**src/rtl/dma_prio_arbiter.sv**
```systemverilog
module dma_prio_arbiter #(
  parameter int NCH   = 24,
  parameter int SLOTW = 6
) (
  input  logic             clk,
  input  logic             rst_n,
  input  logic [NCH-1:0]   req,
  input  logic [3*NCH-1:0] prio,
  input  logic [NCH-1:0]   rr_en,
  input  logic             cpu_req,
  input  logic             fair_en,
  input  logic             xfer_done,
  output logic [NCH-1:0]   gnt,
  output logic             cpu_gnt
);
  localparam int IW   = $clog2(NCH);
  localparam int NLVL = 8;

  logic [NCH-1:0]   gnt_q;
  logic             cpu_q;
  logic [SLOTW-1:0] slot_q;
  logic [IW-1:0]    ptr_q [NLVL];

  logic busy, arb, urgent;
  logic [NLVL-1:0] lvl_any;
  logic [2:0] strict_lvl, fav_lvl, sel_lvl;
  logic fav_ok, use_fav;
  logic [NCH-1:0] cand;
  logic [IW-1:0] pick_idx;
  logic pick_ok;

  assign busy    = cpu_q | (|gnt_q);
  assign arb     = !busy || xfer_done;
  assign urgent  = lvl_any[0] | lvl_any[1];
  assign gnt     = gnt_q;
  assign cpu_gnt = cpu_q;

  always_comb begin
    lvl_any = '0;
    for (int i = 0; i < NCH; i++)
      if (req[i]) lvl_any[prio[3*i +: 3]] = 1'b1;
    strict_lvl = 3'd0;
    for (int l = NLVL-1; l >= 0; l--)
      if (lvl_any[l]) strict_lvl = 3'(l);
  end

  always_comb begin
    int t;
    logic stop;
    t = 0;
    stop = 1'b0;
    for (int b = 0; b < SLOTW; b++) begin
      if (!stop && slot_q[b]) t++;
      else stop = 1'b1;
    end
    fav_ok  = (t < NLVL-2);
    fav_lvl = 3'(2 + t);
  end

  assign use_fav = fair_en && !urgent && fav_ok && lvl_any[fav_lvl];
  assign sel_lvl = use_fav ? fav_lvl : strict_lvl;

  always_comb begin
    int idx;
    pick_ok  = 1'b0;
    pick_idx = '0;
    for (int i = 0; i < NCH; i++)
      cand[i] = req[i] && (prio[3*i +: 3] == sel_lvl);
    for (int i = 0; i < NCH; i++)
      if (!pick_ok && cand[i] && !rr_en[i]) begin
        pick_ok  = 1'b1;
        pick_idx = IW'(i);
      end
    for (int k = 0; k < NCH; k++) begin
      idx = int'(ptr_q[sel_lvl]) + 1 + k;
      if (idx >= NCH) idx = idx - NCH;
      if (!pick_ok && cand[idx]) begin
        pick_ok  = 1'b1;
        pick_idx = IW'(idx);
      end
    end
  end

  always_ff @(posedge clk) begin
    if (!rst_n) begin
      gnt_q  <= '0;
      cpu_q  <= 1'b0;
      slot_q <= '0;
      for (int l = 0; l < NLVL; l++) ptr_q[l] <= '0;
    end else if (arb) begin
      cpu_q <= cpu_req;
      gnt_q <= '0;
      if (!cpu_req && pick_ok) begin
        gnt_q[pick_idx] <= 1'b1;
        ptr_q[sel_lvl]  <= pick_idx;
      end
      if (fair_en && !urgent) slot_q <= slot_q + 1'b1;
    end
  end


  one_owner_chk: assert property (@(posedge clk) disable iff (!rst_n)
    $onehot0({gnt_q, cpu_q}));


  grant_had_req_chk: assert property (@(posedge clk) disable iff (!rst_n)
    arb |=> ((gnt_q & ~$past(req)) == '0));


  cpu_first_chk: assert property (@(posedge clk) disable iff (!rst_n)
    (arb && cpu_req) |=> (cpu_q && gnt_q == '0));


  hold_owner_chk: assert property (@(posedge clk) disable iff (!rst_n)
    (busy && !xfer_done) |=> ($stable(gnt_q) && $stable(cpu_q)));


  stay_idle_chk: assert property (@(posedge clk) disable iff (!rst_n)
    (arb && !cpu_req && req == '0) |=> !busy);
endmodule

```
**config.mk**
```make
export PLATFORM = sky130hd
export DESIGN_NAME = dma_prio_arbiter
export DESIGN_NICKNAME = d
export VERILOG_FILES = /design/src/rtl/dma_prio_arbiter.sv
export SDC_FILE = /design/constraint.sdc
export NUM_CORES = 1
export LEC_CHECK = 0
export BUFFER_PORTS_ARGS = -buffer_cell sky130_fd_sc_hd__buf_4
export CORE_MARGIN = 5
export CORE_UTILIZATION = 62
export CTS_CLUSTER_DIAMETER = 100
export DETAILED_ROUTE_END_ITERATION = 6
export PLACE_DENSITY = 0.8
export SYNTH_ARGS = -nofsm -noshare
export SYNTH_HDL_FRONTEND = slang
export SYNTH_SLANG_ARGS = --single-unit
```
**constraint.sdc**
```tcl
create_clock -name clk -period 14.6 [get_ports clk]
set_input_delay 0.73 -clock clk [delete_from_list [all_inputs] [get_ports clk]]
set_output_delay 0.73 -clock clk [all_outputs]
set_load 0.02 [all_outputs]
```
# --- After elaboration in Yosys (flattened, before gate mapping) ---
# Memories as Yosys holds them, arrays and structs flattened.
# Cells that the tools add are included.
totals:
  regBits: 31
  mem_bits_rw: 40
  output_inout_bits: 25
  wordCells: 715
  mem_count: 1
op_classes:
  add_sub_neg: 55
  n_lt_le_gt_ge: 100
  eq_ne: 24
  muxes: 296
  bitwise: 25
  reduce_logical: 211
mem_list:
  columns: ["name", "depth", "word_bits", "read_ports", "rd_clocked_by_memory_dff", "wr", "line", "source"]
  rows:
  - ["ptr_q", 8, 5, 1, 0, 8, "22", "logic [IW-1:0] ptr_q [NLVL];"]
op_table:
  columns: ["op", "count"]
  rows:
  - ["two-way mux 32 bit", 29]
  - ["< comparator 32 x 7 -> 1 bit, second input constant", 24]
  - ["greater-or-equal comparator 32 x 6 -> 1 bit, second input constant", 23]
  - ["subtractor 32 x 6 -> 32 bit, second input constant", 23]
  - ["adder 32 x 5 -> 32 bit, second input constant", 8]
  - ["two-way mux 5 bit", 47]
  - ["adder 32 x 6 -> 32 bit, second input constant", 7]
  - ["adder 32 x 2 -> 32 bit, second input constant", 6]
  - ["two-way mux 8 bit", 24]
  - ["OR 8 bit", 23]
  - ["two-way mux 1 bit", 135]
  - ["logical AND 1 bit", 129]
  - ["adder 32 x 4 -> 32 bit, second input constant", 4]
  - ["binary-select mux 1 bit (select 5 bit)", 24]
  - ["< comparator 3 x 4 -> 1 bit, second input constant", 25]
  - ["logical NOT 1 bit", 78]
  - ["demux 1 bit (select 3 bit)", 24]
  - ["== test 3 bit", 24]
  - ["greater-or-equal comparator 3 x 1 -> 1 bit, second input constant", 24]
  - ["adder 32 x 3 -> 32 bit, second input constant", 2]
  - ["< comparator 32 x 4 -> 1 bit, second input constant", 1]
  - ["two-way mux 3 bit", 10]
  - ["two-way mux 24 bit", 1]
  - ["OR reduction 24 bit", 1]
  - ["14 further kinds", 15]

# --- Logic depth before layout (Yosys ltp) ---
logic_depth:
  word_depth: 235
  ltp_mapped: 61
  mapped_depth_nobuf: 49

# --- Least setup slack after synthesis ---
# No wires, ideal clock.
synth_path:
  kind: "register -> register"
  from: "reg slot_q[0]"
  to: "reg gnt_q[18], in the netlist gnt[18]"
  setup_time_ns: 0.101
  t_arrival_ns: 11.754
  path_slack_ns: 2.745
  stages_incl_launch_ff: 56
  cell_sequence: "dfxtp_1 > ha_1 > and2_1 > a21o_1 > ha_1 > o22a_1 > ha_1 > nand2_1 > nand2_1 > ha_1 > mux2i_1 > nor2_1 > nor2b_1 > buf_4 > inv_1 > buf_4 > ha_1 > inv_1 > (+20 left out) > xnor2_2 > ha_1 > or3_1 > a2111oi_1 > o21ai_2 > and3_1 > o32a_1 > nand4b_1 > nor2_2 > nand4_2 > buf_6 > nor4_2 > inv_1 > a311oi_1 > nor3_1 > or2_1 > buf_4 > o41ai_1"
synth_between:
  elab_chain_cells: 192
  elab_cells_between_ends: 469
  cone_classes: "add/sub (54); order compare (27); eq/ne (24); mux (208); reduce/logical (155); memory (1)"
synth_lines:
  columns: ["item", "line", "source"]
  rows:
  - ["start, declared", "21", "logic [SLOTW-1:0] slot_q;"]
  - ["start signal, assigned", "97", "if (fair_en && !urgent) slot_q <= slot_q + 1'b1;"]
  - ["branches (longest 13 deep; another with adder 32 x 2 -> 32 bit)", null, null]
  - ["two-way mux 32 bit *", "53", "if (!stop && slot_q[b]) t++;"]
  - ["branches (longest 4 deep; another with < comparator 32 x 4 -> 1 bit)", null, null]
  - ["two-way mux 3 bit *", "61", "assign sel_lvl = use_fav ? fav_lvl : strict_lvl;"]
  - ["== test 3 bit", "68", "cand[i] = req[i] && (prio[3*i +: 3] == sel_lvl);"]
  - ["logical AND 1 bit", "68", null]
  - ["logical AND 1 bit", "70", "if (!pick_ok && cand[i] && !rr_en[i]) begin"]
  - ["two-way mux 1 bit", "70", null]
  - ["(+161 left out)", null, null]
  - ["logical NOT 1 bit", "77", "if (!pick_ok && cand[idx]) begin"]
  - ["logical AND 1 bit", "77", null]
  - ["two-way mux 5 bit", "77", null]
  - ["< comparator 5 x 6 -> 1 bit (not written as such) / greater-or-equal comparator 5 x 1 -> 1 bit (equally long branches)", "94", "gnt_q[pick_idx] <= 1'b1;"]
  - ["logical AND 1 bit (not written as such)", "94", null]
  - ["two-way mux 1 bit (not written as such)", "94", null]
  - ["demux 1 bit (select 5 bit)", "94", null]
  - ["two-way mux 24 bit *", "93", "if (!cpu_req && pick_ok) begin"]
  - ["end signal, assigned", "86", "gnt_q <= '0;"]
  - ["end signal, assigned", "92", "gnt_q <= '0;"]
  - ["end signal, assigned by index", "94", null]
  - ["end, declared", "19", "logic [NCH-1:0] gnt_q;"]
# Every way passes the cells marked *. The select of a mux whose other input is x is not followed.
# A chain may end at the register's enable or synchronous reset.

==> key figures <==
Placement
  • RD Place Congestion: 1.113
  • Worst slack, placed: 560.9 ps
  • Hpwl dp: 48420 um
  • Port buffer count: 149

Yosys
  • Synth Area in Simple Gates: 35.17%
  • Post-synthesis xor/xnor area fraction: 6.518%
  • Mapped Nets: 2159
  • Syn. warnings: 0
  • Post-synthesis compound-gate area fraction: 27.79%
  • Syn Area/Cell: 7.719 um^2
  • Mux contribution to synthesized area: 6.934%
  • Combinational family with the most area after synthesis: simple AND/OR/NAND/NOR gates
  • Seq/Total Area, Yosys: 11.88%
  • Ys flop type: edfxtp_1
  • Cell variety after synth: 129
  • Adder-Cell Fraction of Synth Area: 3.834%
  • Netlist Area Pre-Place: 15340 um^2
  • EDFF count, synth: 40
  • Ys async rst share: 0%
  • Synth Register Bits: 71
  • Cells after Synth: 1987

Detailed routing
  • Final WL: 63360 um
  • DR WL/cell: 27.26 um
  • Antenna viol nets, final: 0
  • DRT iter0 DRCs: 2889
  • DRC errors left: 4
  • Total number of vias: 18290
  • First drt pass iteration count: 7
  • Via density: 7.868

Hold path
  • Hold_sp: gnt[18]
  • Hold Crit Class: reg -> reg

Setup path
  • Worst path top cell family by delay: simple AND/OR/NAND/NOR gates
  • Setup crit start: slot_q[0]
  • Buffers plus inverters on the worst setup path: 8
  • Worst EP arrival: 13930 ps
  • FF-to-FF Start: slot_q[0]
  • Crit Path Category: reg -> reg
  • Critical Path Max Stage Delay: 700 ps
  • CP max-delay cell: a2111oi_1
  • Critical Path Most Common Cell: ha_1
  • CP required: 14680 ps
  • CP endpoint kind: register
  • Worst-path maximum fanout: 22
  • Crit start category: register

Timing
  • RSZ-0062 raised after global routing: no
  • Worst Tran Pin Value: 1070 ps
  • Final hold violations: 0
  • Post-route minimum period: 13860 ps
  • Max Clock Freq: 0.07217 GHz
  • Tcrit/Tclk final: 94.91%
  • Max Slew Vio Count: 0
  • Clock Skew: 5.986 ps
  • # setup viols final: 0
  • Relative slew slack: 28.43%
  • Setup WS post-layout: 743.3 ps
  • Fin Setup TNS: 0 ps

Layout
  • Most common cell after layout, fill and taps aside: buf_4
  • Most frequent cells in the layout: buf_4 (186), nor2_1 (154), nand2_1 (141)
  • Layout cells sized above 1: 17.15%
  • Area grow syn2layout: 7.709%
  • Final #Nets: 2167
  • Antenna cell count: 0

Global routing
  • First-pass GRT wire length: 95390 um
  • Initial antenna violation count: 0
  • Largest net degree at the start of global routing: 63
  • Total grt overflow: 0
  • Total track usage: 42.11%
  • Vias in the first global route: 16390

Floorplanning
  • Initial Utilization: 63.07%
  • # rows: 57
  • Die ar.: 27980 um^2
  • Die Wd: 167.3 um
  • # IOs: 150
  • Chip Height: 167.3 um
  • Core Region: 24320 um^2

Outcome
  • Outcome: finished, violations left
  • Failing checks: DRC

Clocking
  • H-tree levels: 3
  • Reg clk slew, reported paths: 60 ps
  • Clock sink count: 71
  • CTS tree: yes
  • Clock Tree Root: clkbuf_16
  • Clock tree buffer depth: 2
  • TritonCTS Buffers: 9
  • Clk Latency, worst-skew pair: 340 ps

Job
  • Max capacitance violation total: 0
[state kept, by name (all words and copies together), names as in the netlist]
register and count:
ptr_q 40, gnt 24, cpu_gnt 1, slot_q 6
[layer usage]
metal / up-vias / GRT usage (%) / share of wire (%)
met3: 309 / 12.87 / 15
met1: 8540 / 56.63 / 38
li1: 7878 / - / -
met4: 0 / 17.54 / 5.5
met2: 1559 / 62.85 / 41
met5: - / 0 / 0
[synthesized netlist by cell type (44+ instances only)]
| master | count | area, um^2 |
|---|---|---|
| buf_2 | 94 | 470.5 |
| nor3_1 | 71 | 355.3 |
| nor2_1 | 154 | 578.1 |
| xnor2_1 | 69 | 604.3 |
| nor4_1 | 45 | 281.5 |
| nor4bb_1 | 67 | 670.6 |
| clkbuf_1 | 58 | 217.7 |
| o21ai_0 | 64 | 320.3 |
| nand4b_1 | 65 | 569.3 |
| nand4_1 | 87 | 544.3 |
| nand2_1 | 141 | 529.3 |
| inv_1 | 44 | 165.2 |
| a21oi_1 | 70 | 350.3 |
| ha_1 | 47 | 588.1 |
| nand3_1 | 61 | 305.3 |
[final cells by class]
class,count,area [um^2]
multi-input combinational,1668,12350
tap,324,405.4
inverter,59,226.5
fill,2059,7800
clock inverter,7,96.34
timing repair buffer,186,1396
sequential,71,1822
clock buffer,9,225.2
[timing repair]
item	4_1_cts	5_1_grt
hold endpoints to repair	0	0
setup endpoints to repair	0	96
resized for setup	0	6
hold buffers	0	0
setup buffers	0	5
[worst register-to-register path, delay by kind of cell, from the launching register on]
family | cells | cell delay, ps
fa+ha+maj | 8 | 2400
xor+xnor | 2 | 310
buf+inv | 8 | 1840
flops | 1 | 490
compound gates | 12 | 3230
mux | 1 | 150
simple gates | 17 | 5180
[cell families (layout without fill, tap and decap cells)]
group / Yosys count / in the layout
simple gates: 888 / 888
compound gates: 551 / 551
buf+inv: 248 / 261
xor+xnor: 104 / 104
mux: 78 / 78
flops: 71 / 71
fa+ha+maj: 47 / 47
[final timing paths]
kind,end,slack [ps],cells past startpoint
worst max-delay path,ptr_q[4][2],740,48
worst min-delay path,gnt[18],490,2
worst min register to register,gnt[18],490,2
worst max register to register,ptr_q[4][2],740,48
[per-stage QoR]
step	utilization, %	hold WS (ps)	cells	area [um^2]
floorplan	-	503.8	1987	15340
global placement	66.34	456.4	2302	16130
detailed placement	66.34	467.1	2302	16130
CTS	67.66	482.2	2318	16460
global route	67.93	514.5	2324	16520
finish	67.93	490.6	2324	16520
Power is left out: the tool's default activity adds up to more than one toggle a clock period on the data nets, which glitch-free logic cannot reach.
